$ cat src/rtl/fle_pkg.sv
package fle_pkg;

  typedef enum logic [1:0] {
    MODE_LOGIC = 2'd0,
    MODE_SPLIT = 2'd1,
    MODE_PIN   = 2'd2,
    MODE_SPARE = 2'd3
  } mode_e;

  typedef struct packed {
    mode_e mode;
    logic  sel_sum;
    logic  bypass;
  } ctrl_t;

  function automatic logic fa_sum(input logic a, input logic b, input logic c);
    return a ^ b ^ c;
  endfunction

  function automatic logic fa_carry(input logic a, input logic b, input logic c);
    return (a & b) | (a & c) | (b & c);
  endfunction

endpackage

$ cat src/rtl/fle_lut.sv
module fle_lut #(
  parameter int K = 6
) (
  input  logic [(1<<K)-1:0] table_bits,
  input  logic [K-1:0]      sel,
  output logic              full_val,
  output logic              low_val,
  output logic              high_val
);
  localparam int HALF = (1 << K) / 2;

  logic [HALF-1:0] low_half;
  logic [HALF-1:0] high_half;

  assign low_half  = table_bits[HALF-1:0];
  assign high_half = table_bits[2*HALF-1:HALF];

  assign full_val = table_bits[sel];
  assign low_val  = low_half[sel[K-2:0]];
  assign high_val = high_half[sel[K-2:0]];
endmodule

$ cat src/rtl/fle_adder.sv
module fle_adder
  import fle_pkg::*;
(
  input  mode_e mode,
  input  logic  full_val,
  input  logic  low_val,
  input  logic  high_val,
  input  logic  pin_b,
  input  logic  carry_in,
  output logic  op_a,
  output logic  op_b,
  output logic  sum,
  output logic  carry_out
);
  always_comb begin
    case (mode)
      MODE_SPLIT: begin
        op_a = low_val;
        op_b = high_val;
      end
      MODE_PIN: begin
        op_a = full_val;
        op_b = pin_b;
      end
      default: begin
        op_a = 1'b0;
        op_b = 1'b0;
      end
    endcase
  end

  assign sum       = fa_sum(op_a, op_b, carry_in);
  assign carry_out = fa_carry(op_a, op_b, carry_in);
endmodule

$ cat src/rtl/fle_outreg.sv
module fle_outreg (
  input  logic clk,
  input  logic rst_n,
  input  logic ff_en,
  input  logic bypass,
  input  logic d,
  output logic q,
  output logic y
);
  always_ff @(posedge clk or negedge rst_n) begin
    if (!rst_n)     q <= 1'b0;
    else if (ff_en) q <= d;
  end

  assign y = bypass ? d : q;
endmodule

$ cat src/rtl/fle_top.sv
module fle_top
  import fle_pkg::*;
#(
  parameter int K = 6
) (
  input  logic              clk,
  input  logic              rst_n,
  input  logic              cfg_we,
  input  logic [(1<<K)-1:0] cfg_table,
  input  logic [1:0]        cfg_mode,
  input  logic              cfg_sel_sum,
  input  logic              cfg_bypass,
  input  logic [K-1:0]      lut_in,
  input  logic              pin_b,
  input  logic              ff_en,
  input  logic              carry_in,
  output logic              carry_out,
  output logic              elem_out
);
  localparam int TW = 1 << K;

  logic [TW-1:0] tbl_q;
  ctrl_t         ctrl_q;
  logic          full_val, low_val, high_val;
  logic          op_a, op_b, sum;
  logic          comb_val, q_val;

  always_ff @(posedge clk or negedge rst_n) begin
    if (!rst_n) begin
      tbl_q  <= '0;
      ctrl_q <= '0;
    end else if (cfg_we) begin
      tbl_q  <= cfg_table;
      ctrl_q <= '{mode: mode_e'(cfg_mode), sel_sum: cfg_sel_sum, bypass: cfg_bypass};
    end
  end

  fle_lut #(.K(K)) u_lut (
    .table_bits(tbl_q),
    .sel       (lut_in),
    .full_val  (full_val),
    .low_val   (low_val),
    .high_val  (high_val)
  );

  fle_adder u_add (
    .mode     (ctrl_q.mode),
    .full_val (full_val),
    .low_val  (low_val),
    .high_val (high_val),
    .pin_b    (pin_b),
    .carry_in (carry_in),
    .op_a     (op_a),
    .op_b     (op_b),
    .sum      (sum),
    .carry_out(carry_out)
  );

  assign comb_val = ctrl_q.sel_sum ? sum : full_val;

  fle_outreg u_out (
    .clk   (clk),
    .rst_n (rst_n),
    .ff_en (ff_en),
    .bypass(ctrl_q.bypass),
    .d     (comb_val),
    .q     (q_val),
    .y     (elem_out)
  );
endmodule

$ cat config.mk
export PLATFORM = sky130hd
export DESIGN_NAME = fle_top
export DESIGN_NICKNAME = d
export VERILOG_FILES = /design/src/rtl/fle_pkg.sv /design/src/rtl/fle_lut.sv /design/src/rtl/fle_adder.sv /design/src/rtl/fle_outreg.sv /design/src/rtl/fle_top.sv
export SDC_FILE = /design/constraint.sdc
export NUM_CORES = 1
export LEC_CHECK = 0
export BUFFER_PORTS_ARGS = -buffer_cell sky130_fd_sc_hd__buf_2
export CORE_ASPECT_RATIO = 1.2
export CORE_MARGIN = 2
export CORE_UTILIZATION = 32
export CTS_CLUSTER_SIZE = 14
export DETAILED_ROUTE_END_ITERATION = 12
export PLACE_DENSITY = 0.56
export SETUP_SLACK_MARGIN = 0.05
export SLEW_MARGIN = 20
export SYNTH_ARGS = -nofsm -noshare
export SYNTH_HDL_FRONTEND = slang
export SYNTH_SLANG_ARGS = --single-unit
export TNS_END_PERCENT = 50
$ cat constraint.sdc
create_clock -name clk -period 2.4 [get_ports clk]
set_input_delay 0 -clock clk [delete_from_list [all_inputs] [get_ports clk]]
set_output_delay 0 -clock clk [all_outputs]
set_load 0.05 [all_outputs]
==> results.md <==
- Worst min path class: input pin to flip-flop
- Pint: around 2.3 mW
- Top cell type's share of synthesized area: between 50% and 60%
- Async set or reset register ratio after synthesis: 100%
- Post-synth EDFFs: 0
- Final WL: 8300 um
- Drt first pass iters: 4
- Final setup fails: 1
- Site Rows: 40
- Crit end category: output pin
- DRC viols: 0
- Clock latency on the worst-skew pair: around 0.33 ns
- Drt wl/cell: around 16 um
- Leak pwr: between 2 and 2.5 nW
- Proportion of layout cells with a drive suffix above 1: 40.8%
- Via count: between 2000 and 3000
- Count of port buffers added during placement: between 80 and 90
- Violated checks: negative setup slack
- Post-Synthesis Cell Area: between 0.003 and 0.004 sq mm
- Worst hold slack: around 0.10 ns
- Reg-to-reg setup timing slack: approximately 0.02 ns
- Cells on worst reg2reg path: 10
- HPWL after DPL: ~5700 um
- Net Count, Synth: roughly 320
- Largest net degree at the start of global routing: 28
- GRT Total Usage: between 10% and 20%
- Fin area: ~0.0049 sq mm
- Syn Inst Count: 240
- WP data required: around 2.4 ns
- Cell taking the most area after synthesis: dfrtp_1
- Seq pwr share: a little over two fifths
- RSZ-0062 raised after global routing: yes
- Max VDD drop: 0.000380 V
- Hold worst-path end: u_out.q
- CTS Sinks: 69
- Util after Layout: between 40% and 50%
- TritonCTS Buffers: 9
- CP arrival: roughly 2.8 ns
- Commonest register cell after synthesis: dfrtp_1
- Worst setup path startpoint: tbl_q[51]
- Die area: about 0.011 sq mm
- I/O pins: between 80 and 90
- Diodes inserted: 0
- Gpl congestion: approximately 0.75
- Max Cap Viol: 0
- Initial antenna violation count: 0
- Crit Path Class: flip-flop to output pin
- DP Worst Slack: -0.146 ns
- Root Driver: clkbuf_16
- Setup Buffers After CTS: 0
- Crit path time final: approximately 2.8 ns
- Startpoint Class: flip-flop
- #FFs+latches synth: 69
- Register area: between 0.0015 and 0.002 sq mm
- Clock share of power: about two fifths
- Slew HR: 56.1%
- Die height: roughly 120 um
- Yosys cell types: 33
- Design Power: ~3.1 mW
- Area Growth Syn to Fin: 49.5%
- Area occupied by multi-input gates: between 0.001 and 0.0015 sq mm
- Comb pwr share: 18.4%
- Worst Hold Launch: lut_in[5]
- Fill cells: between 900 and 1000
- Hold Violations, Final: 0
- Starting Density: 32.9%
- Net Sw Power: between 700 and 800 uW
- Max Fclk: roughly 360 MHz
- Register clock-pin slew on the reported worst setup and hold paths: about 0.06 ns
- Iter 0 DRT Violations: 72
- DP Area: a little under 0.004 sq mm
- Crit Path Max Fanout: 3
- Hold Path Stages: 3
- Clk buf depth: 2
- Final period util: 115%
- Switching share of power: about a quarter
- First-pass GRT wire length: ~13000 um
- Core area: approximately 0.010 sq mm
- Register area share after synthesis: between 50% and 60%
- Final #Nets: about 500
- Power density cells: approximately 630 mW/mm^2
- Die span in x: 96.5 um
- Routed vias/inst: ~4.7
- PnR worst setup slack: -0.355 ns
- Clock H-tree levels: 3
- YS warnings: 0
- Final antenna-violating net count: 0
- Top post-synthesis cells by count: dfrtp_1 (69), mux2_2 (51), mux2i_1 (32)
- Largest cells by area after synthesis: dfrtp_1 (53%), mux2_2 (17%), mux2i_1 (9.7%)
- Status: finished, violations left
- Worst slew pin tran: 0.658 ns
- Reg2reg start: tbl_q[51]
- RR Endpoint: u_out.q
- Most frequent cell after synthesis: dfrtp_1
- CTS tree: built
- Max-slew violations: 0
- Syn avg cell area: ~14 sq um
- Gr ovfl total: 0
- Clk_skew: ~0.007 ns
- Vias in the first global route: between 2000 and 3000
power by group through the flow:
stage | Combinational [mW] | Sequential, mW | Clock (mW)
after detailed placement | 0.473 | 1.37 | 0
after global placement | 0.462 | 1.37 | 0
after CTS | 0.566 | 1.35 | 1.22
after floorplan | 0.302 | 1.34 | 0
after global routing | 0.628 | 1.36 | 1.28
final | 0.571 | 1.35 | 1.19
routing by layer:
layer	up-vias	wire, um	global-route usage [%]
li1	1207	-	-
met1	1243	3550	18.8
met2	57	4280	26.4
met3	9	355	4.52
met4	0	116	5.73
met5	-	0	0
cell type report:
cell class | count | area share, %
Sequential cell | 69 | 35.1
Multi-Input combinational cell | 151 | 29.9
Timing Repair Buffer | 167 | 26.1
Clock buffer | 13 | 5.09
Tap cell | 126 | 3.21
Inverter | 5 | 0.382
Clock inverter | 2 | 0.204
layout by cell type (no fill, tap or decap), types with 2 or more instances in the layout:
master,instances
nand2_1,7
inv_1,5
clkbuf_1,3
nor2b_1,2
mux2_2,51
clkbuf_16,9
mux2i_1,32
a22oi_1,16
o21ai_1,3
buf_12,4
clkinv_2,2
mux2_1,14
buf_4,12
dfrtp_1,69
ha_1,2
nand4b_1,3
dlygate4sd3_1,70
buf_2,80
nand4_1,3
flip-flops by register name (all words and copies together) (netlist names):
signal and cells:
ctrl_q 4, tbl_q 64, u_out.q 1
what timing repair did:
item / 4_1_cts / 5_1_grt
endpoints found under the hold margin: 87 / 0
hold buffers: 70 / 0
gates resized for setup: 2 / 3
endpoints found under the setup margin: 2 / 3
pin swaps: 1 / 3
how the worst max path moves through the flow:
stage | cells after the start | endpoint | slack [ns]
after detailed placement | 11 | elem_out | -0.15
after floorplan | 10 | elem_out | -0.03
after global routing | 11 | elem_out | -0.52
after CTS | 11 | elem_out | -0.44
after global placement | 11 | elem_out | -0.10
final | 11 | elem_out | -0.35
cell families (layout without fill, tap and decap cells):
family	Yosys count	count (layout)	synth area share (%)
compound gates	28	28	6.24
mux	97	97	32.0
flops	69	69	52.5
simple gates	23	23	4.03
buf+inv	20	187	3.84
fa+ha+maj	3	3	1.37
metrics by stage:
step           setup TNS [ns]  std cells
2_1_floorplan         -0.0313        240
3_3_place_gp           -0.103        448
3_5_place_dp           -0.146        448
4_1_cts                -0.447        533
5_1_grt                -0.683        533
6_report               -0.355        533
worst max-delay path, stage by stage (launching register included):
cell      delay [ns]
dfrtp_1         0.37
mux2i_1         0.14
a22oi_1         0.10
and4b_1         0.21
a31o_1          0.22
o211ai_1        0.21
a21oi_2         0.09
fa_1            0.50
nand2b_4        0.12
o41ai_4         0.09
o31ai_4         0.19
buf_6           0.19
(Power assumes the default switching activity.)
